==> src/rtl/attr_pkg.sv <==
package attr_pkg;
  localparam int DATA_W  = 8;
  localparam int IDX_W   = 5;
  localparam int PAL_N   = 16;
  localparam int PAL_W   = 6;
  localparam int VID_BIT = 5;
  localparam int PLANE_W = 4;
  localparam int PAN_W   = 3;

  localparam logic [IDX_W-1:0] IDX_MODE  = 5'h10;
  localparam logic [IDX_W-1:0] IDX_OVSC  = 5'h11;
  localparam logic [IDX_W-1:0] IDX_PLANE = 5'h12;
  localparam logic [IDX_W-1:0] IDX_PAN   = 5'h13;
  localparam logic [IDX_W-1:0] IDX_CSEL  = 5'h14;

  typedef struct packed {
    logic idxWr;
    logic dataWr;
  } attrStrobe_t;
endpackage

==> src/rtl/attr_ctrl.sv <==
module attr_ctrl
  import attr_pkg::*;
(
  input  logic        clk,
  input  logic        rstN,
  input  logic        wrEn,
  input  logic        statusRd,
  output attrStrobe_t strb
);
  // dataPhase = 1 means the next write is a data byte
  logic dataPhase;
  logic dataPhaseNext;

  always_comb begin
    dataPhaseNext = dataPhase;
    if (wrEn)     dataPhaseNext = ~dataPhase;
    if (statusRd) dataPhaseNext = 1'b0;
  end

  always_ff @(posedge clk or negedge rstN) begin
    if (!rstN) dataPhase <= 1'b0;
    else       dataPhase <= dataPhaseNext;
  end

  always_comb begin
    strb.idxWr  = wrEn & ~dataPhase;
    strb.dataWr = wrEn &  dataPhase;
  end

  assert_toggle_flip_R1: assert property (@(posedge clk) disable iff (!rstN)
    (wrEn && !statusRd) |=> (dataPhase != $past(dataPhase)));

  assert_phase_hold_R1: assert property (@(posedge clk) disable iff (!rstN)
    (!wrEn && !statusRd) |=> $stable(dataPhase));

  assert_status_clear_R2: assert property (@(posedge clk) disable iff (!rstN)
    statusRd |=> !dataPhase);

  assert_strobe_excl_R1: assert property (@(posedge clk) disable iff (!rstN)
    $onehot0({strb.idxWr, strb.dataWr}));
endmodule

==> src/rtl/attr_regs.sv <==
module attr_regs
  import attr_pkg::*;
#(
  parameter int DW = DATA_W,
  parameter int IW = IDX_W,
  parameter int PN = PAL_N,
  parameter int PW = PAL_W,
  parameter int VB = VID_BIT,
  parameter int MW = PLANE_W,
  parameter int SW = PAN_W
) (
  input  logic          clk,
  input  logic          rstN,
  input  attrStrobe_t   strb,
  input  logic [DW-1:0] wrData,
  input  logic          rdEn,
  output logic [DW-1:0] rdData,
  output logic          videoEn,
  output logic [SW-1:0] pixelPan,
  output logic [MW-1:0] planeMask
);
  localparam int PIW = $clog2(PN);

  logic [IW-1:0] idxReg;
  logic [PW-1:0] palReg [PN];
  logic [DW-1:0] modeReg, ovscReg, cselReg;
  logic [MW-1:0] planeReg;
  logic [SW-1:0] panReg;
  logic [DW-1:0] selVal;

  always_ff @(posedge clk or negedge rstN) begin
    if (!rstN) begin
      idxReg  <= '0;
      videoEn <= 1'b0;
    end else if (strb.idxWr) begin
      idxReg  <= wrData[IW-1:0];
      videoEn <= wrData[VB];
    end
  end

  for (genvar g = 0; g < PN; g++) begin : gPal
    always_ff @(posedge clk or negedge rstN) begin
      if (!rstN) palReg[g] <= '0;
      else if (strb.dataWr && (idxReg == IW'(g))) palReg[g] <= wrData[PW-1:0];
    end
  end

  always_ff @(posedge clk or negedge rstN) begin
    if (!rstN) begin
      modeReg  <= '0;
      ovscReg  <= '0;
      cselReg  <= '0;
      planeReg <= '0;
      panReg   <= '0;
    end else if (strb.dataWr) begin
      case (idxReg)
        IDX_MODE:  modeReg  <= wrData;
        IDX_OVSC:  ovscReg  <= wrData;
        IDX_PLANE: planeReg <= wrData[MW-1:0];
        IDX_PAN:   panReg   <= wrData[SW-1:0];
        IDX_CSEL:  cselReg  <= wrData;
        default: ;
      endcase
    end
  end

  always_comb begin
    selVal = '0;
    if (idxReg < IW'(PN)) begin
      selVal[PW-1:0] = palReg[idxReg[PIW-1:0]];
    end else begin
      case (idxReg)
        IDX_MODE:  selVal = modeReg;
        IDX_OVSC:  selVal = ovscReg;
        IDX_PLANE: selVal[MW-1:0] = planeReg;
        IDX_PAN:   selVal[SW-1:0] = panReg;
        IDX_CSEL:  selVal = cselReg;
        default:   selVal = '0;
      endcase
    end
  end

  always_ff @(posedge clk or negedge rstN) begin
    if (!rstN)     rdData <= '0;
    else if (rdEn) rdData <= selVal;
  end

  always_comb begin
    pixelPan  = panReg;
    planeMask = planeReg;
  end

  assert_video_R3: assert property (@(posedge clk) disable iff (!rstN)
    strb.idxWr |=> (videoEn == $past(wrData[VB])));

  assert_rd_hold_R4: assert property (@(posedge clk) disable iff (!rstN)
    !rdEn |=> $stable(rdData));

  assert_ignore_high_R8: assert property (@(posedge clk) disable iff (!rstN)
    (strb.dataWr && (idxReg > IDX_CSEL)) |=>
      ($stable(modeReg) && $stable(ovscReg) && $stable(cselReg)
       && $stable(planeReg) && $stable(panReg)));
endmodule

==> src/rtl/attr_port.sv <==
module attr_port
  import attr_pkg::*;
(
  input  logic               clk,
  input  logic               rstN,
  input  logic               wrEn,
  input  logic [DATA_W-1:0]  wrData,
  input  logic               statusRd,
  input  logic               rdEn,
  output logic [DATA_W-1:0]  rdData,
  output logic               videoEn,
  output logic [PAN_W-1:0]   pixelPan,
  output logic [PLANE_W-1:0] planeMask
);
  attrStrobe_t strb;

  attr_ctrl i_ctrl (
    .clk(clk), .rstN(rstN), .wrEn(wrEn), .statusRd(statusRd), .strb(strb)
  );

  attr_regs i_regs (
    .clk(clk), .rstN(rstN), .strb(strb), .wrData(wrData), .rdEn(rdEn),
    .rdData(rdData), .videoEn(videoEn), .pixelPan(pixelPan),
    .planeMask(planeMask)
  );
endmodule

==> config.mk <==
export PLATFORM = sky130hd
export DESIGN_NAME = attr_port
export DESIGN_NICKNAME = d
export VERILOG_FILES = /design/src/rtl/attr_pkg.sv /design/src/rtl/attr_ctrl.sv /design/src/rtl/attr_regs.sv /design/src/rtl/attr_port.sv
export SDC_FILE = /design/constraint.sdc
export NUM_CORES = 1
export LEC_CHECK = 0
export ABC_AREA = 1
export BUFFER_PORTS_ARGS = -buffer_cell sky130_fd_sc_hd__buf_4
export CAP_MARGIN = 20
export CORE_AREA = 2 2 133 135
export DETAILED_ROUTE_END_ITERATION = 8
export DIE_AREA = 0 0 135 137
export PLACE_DENSITY = 0.57
export SKIP_LAST_GASP = 1
export SYNTH_ARGS = -nofsm -noshare
export SYNTH_HDL_FRONTEND = slang
export SYNTH_SLANG_ARGS = --single-unit
==> constraint.sdc <==
create_clock -name clk -period 4.6 [get_ports clk]
set_clock_uncertainty 0.2 [all_clocks]
set_input_delay 0.46 -clock clk [delete_from_list [all_inputs] [get_ports clk]]
set_output_delay 0.46 -clock clk [all_outputs]
set_load 0.1 [all_outputs]
Word level (Yosys, flattened, before mapping):

Index checks and enable logic that the tools add are counted.

* $add $sub $neg: 0
* multiply operators: 0
* div/mod/pow operators: 0
* $lt $le $gt $ge: 2
* equality and inequality tests: 20
* shift-type cells: 0
* multiplexer cells: 10
* bitwise gates (word level): 4
* reductions and logical operators: 23

Operators by type and width (number)
* $eq A5 B4 Y1 const B: 8
* $eq A5 B5 Y1 const B: 5
* $bmux W6 S4: 1
* $eq A5 B3 Y1 const B: 4
* $mux W6: 3
* $logic_and A1 B1 Y1: 16
* $pmux W3 S5: 1
* $pmux W4 S3: 1
* $eq A5 B2 Y1 const B: 2
* $reduce_and A2 Y1: 5
* $eq A5 B1 Y1 const B: 1
* $ge A5 B5 Y1 const B: 1
* $logic_not A5 Y1: 1
* $lt A5 B5 Y1 const B: 1
* $not A4 Y5: 1
* $pmux W1 S4: 1
* $and A1 B1 Y1: 2
* $mux W1: 2
* $mux W2: 1
* $reduce_bool A2 Y1: 1
* $not A1 Y1: 1

* register bits: 142
* latch bits: 0
* memory bits (writable): 0
* ROM bits: 0
* input port bits: 13
* output and inout port bits: 16
* word-level logic and storage cells: 84
* memories kept: 0

Logic depth before layout (Yosys ltp):

Gate-level depths: netlist (run 1).

* depth after elaboration: 5
* depth in mapped cells: 12
* gate-level depth less buffers: 9

Hierarchy:

A second synthesis (run 1) with hierarchy kept.

* cells, all modules: 820
* area total of the unflattened synthesis: 6485.0 um2

Modules (own cells, without submodules)
* attr_regs: instances 1, cells an instance 811, area each 6427.4 um2, seq. area each 3528.4 um2
* attr_ctrl: instances 1, cells an instance 9, area each 57.6 um2, seq. area each 25.0 um2

Least setup slack after synthesis (run 1):

Ideal clock, no wire load.

* kind: input -> register
* start: input port wrEn
* end: register i_regs.palReg[18] in the netlist's numbering
* setup time: 134 ps
* data arrival time: 1257 ps
* data required time: 4266 ps
* path slack: 3009 ps
* stages: 7
* buffers on the path: 2
* cell sequence: nand2_1 -> nor2_4 -> buf_4 -> nand3_1 -> clkbuf_1 -> nand2_1 -> o21ai_0

* word-level cells in the longest chain between the ends: 2

RTL lines
* start: declaration: RTL line attr_port.sv:6 `input logic wrEn,`
* $and A1 B1 Y1: RTL line attr_ctrl.sv:27 `strb.dataWr = wrEn & dataPhase;`
* $logic_and A1 B1 Y1: RTL line attr_regs.sv:44 `else if (strb.dataWr && (idxReg == IW'(g))) palReg[g] <= wrData[PW-1:0];`
* end signal: indexed assignment: RTL line attr_regs.sv:44
* end: declaration: RTL line attr_regs.sv:25 `logic [PW-1:0] palReg [PN];`

Every way passes these cells.
A chain may end at the register's enable or synchronous reset.

Worst setup path after layout (run 1):

* start: register i_regs.idxReg[1]
* end: register i_regs.palReg[86] in the netlist's numbering

* word-level cells in the longest chain between the ends: 2

RTL lines
* start: declaration: RTL line attr_regs.sv:24 `logic [IW-1:0] idxReg;`
* start signal: assignment: RTL line attr_regs.sv:36 `idxReg <= wrData[IW-1:0];`
* $eq A5 B1 Y1: RTL line attr_regs.sv:44
* $logic_and A1 B1 Y1: RTL line attr_regs.sv:44

Every way passes these cells.

==> flow_summary.ini, run 1 <==
[routing]
avgViaCountPerCell = 4.88
first_iter_violations = 359
routed_wl_mm = 16.5
wl_per_cell_um = 15.2
drc = 0
final_antenna_net_count = 0
first_pass_iters = 5
dr_total_vias = 5292

[setup_path]
worst_ep_required_time_ns = 4.67
cp_slowest_stage_delay_ns = 0.63
reg2reg_to = i_regs.palReg[86]$_DFFE_PN0P_
start_kind = flip-flop
ff2ff_setup_slack_ns = 2.12
crit_path_max_fanout = 25
worst-path-buf-inv = 3
r2r_cells = 7
critPathSlowestCell = dfrtp_1
arrival_ns = 2.55
r2r_start = i_regs.idxReg[1]$_DFFE_PN0P_
crit_chain = buf_4, inv_4, nand2_2, inv_1, nand3_1, nand2_1, o21ai_0
setup.worst_path.end_class = flip-flop
path_delay_family = buffers and inverters
criticalPathCategory = reg -> reg

[min_path]
min_to = i_regs.rdData[6]$_DFFE_PN0P_
hp-start = rdEn
worstHoldPathType = in -> reg
holdPathStages = 3

[sta]
fmax_mhz = 403
hold_ws_ns = 0.125
relSlewSlack = 0.392
tightestPinTransition_ns = 0.912
setup_tns_ns = 0
period_share = 0.539
min_period_ns = 2.48
rsz0062_at_grt = no
setup_violations = 0
drv_slew = 0
hold_viol_final = 0

[finish]
final_nets = 860
multiInputGateArea_um2 = 2670
n_antenna_cell = 0
seqCellArea_um2 = 3550
fillers = 1794
drive_gt1_frac = 0.0953
finish.utilization = 0.438
instances_no_fill = 1085
layout-area-overhead-vs-synth_pct = 13.8

[die]
die-area_um2 = 18500
initial_core_util = 0.385
num_rows = 48
io_pins = 29
core_area_um2 = 17100
die_w_um = 135
die_y_um = 137

[clock_network]
numCtsBuffers = 17
clk_latency_ns = 0.43
tritoncts = yes
clk_pin_slew_ns = 0.07
clock_sink_count = 142
cts-root-buf = clkbuf_16
clockBufferDepth = 2
htree_levels = 4

[synthesis]
syn_nets = 860
synth-seq-area-share = 0.541
ys_types = 21
synthCells = 847
ys_ff_latch = 142
yosysWarnings = 0
syn_avg_cell_area_um2 = 7.76
syn_area_um2 = 6570

[job]
cap_violations = 0

[global_route]
grt_pass1_wl_mm = 27.7
grt_remaining_overflow = 0
antenna_found_initial = 0
grt_max_degree = 61
grt_pass1_vias = 5165
grt.total_usage = 0.196

[placed_design]
gp_congestion = 0.803
dp_hpwl_mm = 10.4
io_buffers = 28
place_inst = 1051

[power]
peakVddDrop_v = 0.000265
leakagePower_nw = 3.74
power.density_nw_per_um2 = 510

[run_status]
status = finished, final reports clean
[flip-flops by register name (all words and copies together), names as in the netlist]
signal	count
i_regs.palReg	96
i_regs.cselReg	8
i_regs.modeReg	8
i_regs.ovscReg	8
i_regs.rdData	8
i_regs.idxReg	5
i_regs.planeMask	4
i_regs.pixelPan	3
i_ctrl.dataPhase	1
i_regs.videoEn	1
[layout make-up]
| class | instances | area share |
|---|---|---|
| multi-input combinational | 631 | 0.356 |
| timing repair buffer | 34 | 0.0353 |
| sequential | 142 | 0.475 |
| clock buffer | 19 | 0.0606 |
| clock inverter | 13 | 0.0236 |
| tap | 225 | 0.0377 |
| inverter | 21 | 0.0109 |
[how the worst max path moves through the flow]
| stage | startpoint | end | cells past startpoint |
|---|---|---|---|
| after global routing | i_regs.idxReg[0]$_DFFE_PN0P_ | i_regs.palReg[11]$_DFFE_PN0P_ | 6 |
| after detailed placement | i_regs.idxReg[0]$_DFFE_PN0P_ | i_regs.palReg[82]$_DFFE_PN0P_ | 6 |
| final | i_regs.idxReg[1]$_DFFE_PN0P_ | i_regs.palReg[86]$_DFFE_PN0P_ | 7 |
| after floorplan | wrEn | i_regs.palReg[18]$_DFFE_PN0P_ | 7 |
| after global placement | i_regs.idxReg[0]$_DFFE_PN0P_ | i_regs.palReg[80]$_DFFE_PN0P_ | 6 |
| after CTS | i_regs.idxReg[0]$_DFFE_PN0P_ | i_regs.palReg[79]$_DFFE_PN0P_ | 6 |
[layer usage]
layer,track usage,share of wire,up-vias
li1,-,-,2688
met1,0.274,0.49,2506
met2,0.307,0.46,76
met3,0.0426,0.034,22
met4,0.0573,0.013,0
met5,0,0,-
[cell usage in the layout, fill, tap and decap left out, types with 3 or more instances in the layout]
| master | instances |
|---|---|
| nand4_1 | 4 |
| clkinvlp_4 | 3 |
| nand2_1 | 430 |
| dfrtp_1 | 141 |
| nor3_1 | 4 |
| buf_4 | 31 |
| nor2_1 | 12 |
| nor2_4 | 5 |
| inv_1 | 16 |
| nand2_2 | 5 |
| a21oi_1 | 6 |
| bufinv_16 | 3 |
| inv_6 | 4 |
| nand3_1 | 23 |
| o21ai_1 | 13 |
| inv_2 | 3 |
| clkbuf_16 | 17 |
| o21ai_0 | 126 |
[worst min-delay path, delay by kind of cell]
family	cells	cell delay (ns)
buf+inv	1	0.15
simple gates	2	0.11
[metrics by stage]
step	cell area [um2]	setup slack [ns]	power, mW
after global placement	6830	2.19	2.36
final	7480	2.12	3.82
after CTS	7480	2.10	3.85
after floorplan	6570	3.01	2.16
after global routing	7480	1.89	4.03
after detailed placement	6830	2.18	2.37
[timing repair]
item	4_1_cts	5_1_grt
setup buffers	0	0
resized for setup	0	0
hold endpoints to repair	59	0
hold buffers	2	0
[synthesized netlist by cell type]
| library cell | n | area share |
|---|---|---|
| buf_2 | 28 | 0.021 |
| nor2_8 | 1 | 0.0030 |
| nor3_1 | 4 | 0.0030 |
| nand2_2 | 5 | 0.0048 |
| nor2_1 | 12 | 0.0069 |
| inv_1 | 16 | 0.0091 |
| nand2_1 | 430 | 0.25 |
| inv_2 | 3 | 0.0017 |
| o21ai_1 | 13 | 0.0099 |
| buf_6 | 3 | 0.0051 |
| o21ai_0 | 126 | 0.096 |
| clkinv_1 | 1 | 0.00057 |
| clkbuf_1 | 18 | 0.010 |
| inv_4 | 1 | 0.00095 |
| dfrtp_1 | 142 | 0.54 |
| a21oi_1 | 6 | 0.0046 |
| buf_4 | 4 | 0.0046 |
| nand3_1 | 23 | 0.018 |
| nor2_4 | 5 | 0.0086 |
| nor2_2 | 2 | 0.0019 |
| nand4_1 | 4 | 0.0038 |
[logic make-up after synthesis]
group,share of synthesized area
AOI/OAI and AO/OA,0.110
buffers and inverters,0.0537
DFF,0.541
and+or+nand+nor,0.295
[where the power goes]
group          internal, mW  total (mW)  switching, mW  leakage (nW)
Combinational         0.211       0.727          0.517          1.54
Clock                 0.893        1.47          0.573         0.299
Sequential             1.48        1.62          0.139          1.90
Power figures use the tool's default switching activity.
==> inputs of run 2 (changes only) <==
Settings changed: PLACE_DENSITY 0.57 to 0.59.
Clock period 4.6 ns to 2.19 ns, I/O delays scaled along.
==> flow_summary.ini, run 2 (synthesized netlist as in run 1, its figures left out) <==
[routing]
first_iter_violations = 375
final_antenna_net_count = 0
wl_per_cell_um = 15.4
avgViaCountPerCell = 4.92
routed_wl_mm = 17.0
drc = 0
first_pass_iters = 7
dr_total_vias = 5444

[clock_network]
clockBufferDepth = 2
clock_sink_count = 142
clk_pin_slew_ns = 0.06
tritoncts = yes
postCtsSetupBuffers = 0
cts-root-buf = clkbuf_16
clk_latency_ns = 0.42
ctsResizeCount = 0
htree_levels = 4
numCtsBuffers = 17

[finish]
drive_gt1_frac = 0.112
multiInputGateArea_um2 = 2670
fillers = 1756
seqCellArea_um2 = 3550
final_nets = 881
final_cell_area_um2 = 7690
final_common_cell = nand2_1
largest_reg_flops = 96
layout-area-overhead-vs-synth_pct = 17.0
finish.utilization = 0.451
layout_common_cells = 430 x nand2_1, 141 x dfrtp_1, 126 x o21ai_0
n_antenna_cell = 0
top_register = i_regs.palReg

[sta]
period_share = 0.917
fmax_mhz = 498
drv_slew = 0
setup_violations = 0
timing.final.ws_setup_ns = 0.182
relSlewSlack = 0.675
rsz0062_at_grt = no
tightestPinTransition_ns = 0.486
hold_viol_final = 0
setup_tns_ns = 0
min_period_ns = 2.01

[setup_path]
cp_slowest_stage_delay_ns = 0.39
crit_chain = buf_4, nand2_1, inv_1, nand3_1, nand2_1, o21ai_0
setup.worst_path.end_class = flip-flop
criticalPathCategory = reg -> reg
crit_path_max_fanout = 21
crit_path_frequent_cell = nand2_1
worst_ep_required_time_ns = 2.28
arrival_ns = 2.09
start_kind = flip-flop
critPathSlowestCell = dfrtp_2

[placed_design]
dp_hpwl_mm = 10.8
io_buffers = 28
pre_cts_ws_ns = 0.224
placed_area_um2 = 6990
gp_congestion = 0.799

[global_route]
grt_max_degree = 49
grt_pass1_wl_mm = 27.8
grt.total_usage = 0.197
antenna_found_initial = 0
grt_remaining_overflow = 0
grt_pass1_vias = 5247

[die]
core_area_um2 = 17100
io_pins = 29
die_w_um = 135
initial_core_util = 0.385
num_rows = 48
die-area_um2 = 18500
die_y_um = 137

[job]
cap_violations = 0

[power]
peakVddDrop_v = 0.000612
leakagePower_nw = 3.86
power.density_nw_per_um2 = 1050

[run_status]
status = finished, final reports clean

[min_path]
worstHoldPathType = in -> async
## run 2: changes by cell type in the layout (fill, tap and decap cells not counted), sizes merged
cell / delta
clkinvlp: -1
bufinv: +1
inv: -3
buf: +17
dlygate4sd3: +4
clkinv: +3
## run 2: area by class of cell
class / count / area share
Timing Repair Buffer: 55 / 0.0610
Multi-Input combinational cell: 631 / 0.347
Tap cell: 225 / 0.0366
Clock inverter: 13 / 0.0241
Clock buffer: 19 / 0.0589
Sequential cell: 142 / 0.462
Inverter: 21 / 0.0106
## run 2: routing by layer
metal / track usage / vias up / wire length (um)
met2: 0.312 / 104 / 7880
li1: - / 2718 / -
met3: 0.0385 / 21 / 579
met4: 0.0596 / 0 / 212
met1: 0.274 / 2601 / 8350
met5: 0 / - / 0
## run 2: worst paths after layout
kind,startpoint,end,slack (ns),depth (start not counted)
setup / recovery,i_regs.idxReg[0]$_DFFE_PN0P_,i_regs.palReg[1]$_DFFE_PN0P_,0.18,6
hold / removal,rstN,i_regs.ovscReg[7]$_DFFE_PN0P_,0.06,2
setup reg to reg,i_regs.idxReg[0]$_DFFE_PN0P_,i_regs.palReg[1]$_DFFE_PN0P_,0.18,6
hold reg to reg,i_regs.palReg[43]$_DFFE_PN0P_,i_regs.palReg[43]$_DFFE_PN0P_,0.28,2
max in group asynchronous,rstN,i_regs.palReg[82]$_DFFE_PN0P_,1.09,3
min in group clk,wrData[5],i_regs.palReg[53]$_DFFE_PN0P_,0.11,4
## run 2: timing repair
action,in CTS,in global routing
hold buffers,6,0
setup endpoints to repair,0,0
endpoints found under the hold margin,157,0
## run 2: critical path: cells and delay by family (launching register included)
family                 cells  cell delay, ns
AOI/OAI and AO/OA          1            0.09
buffers and inverters      2            0.52
DFF                        1            0.39
and+or+nand+nor            3            0.65
## run 2: power breakdown
part	leakage [nW]	switching (mW)	internal, mW
sequential	1.90	0.294	3.11
clock	0.310	1.15	1.97
combinational	1.65	1.10	0.489
## run 2: metrics by stage
stage	total power, mW	hold WS (ns)	instances
5_1_grt	8.54	0.0929	1106
4_1_cts	8.16	0.0569	1106
3_5_place_dp	5.02	-0.0628	1068
3_3_place_gp	4.99	-0.0624	1068
2_1_floorplan	4.54	-0.277	847
6_report	8.11	0.0615	1106
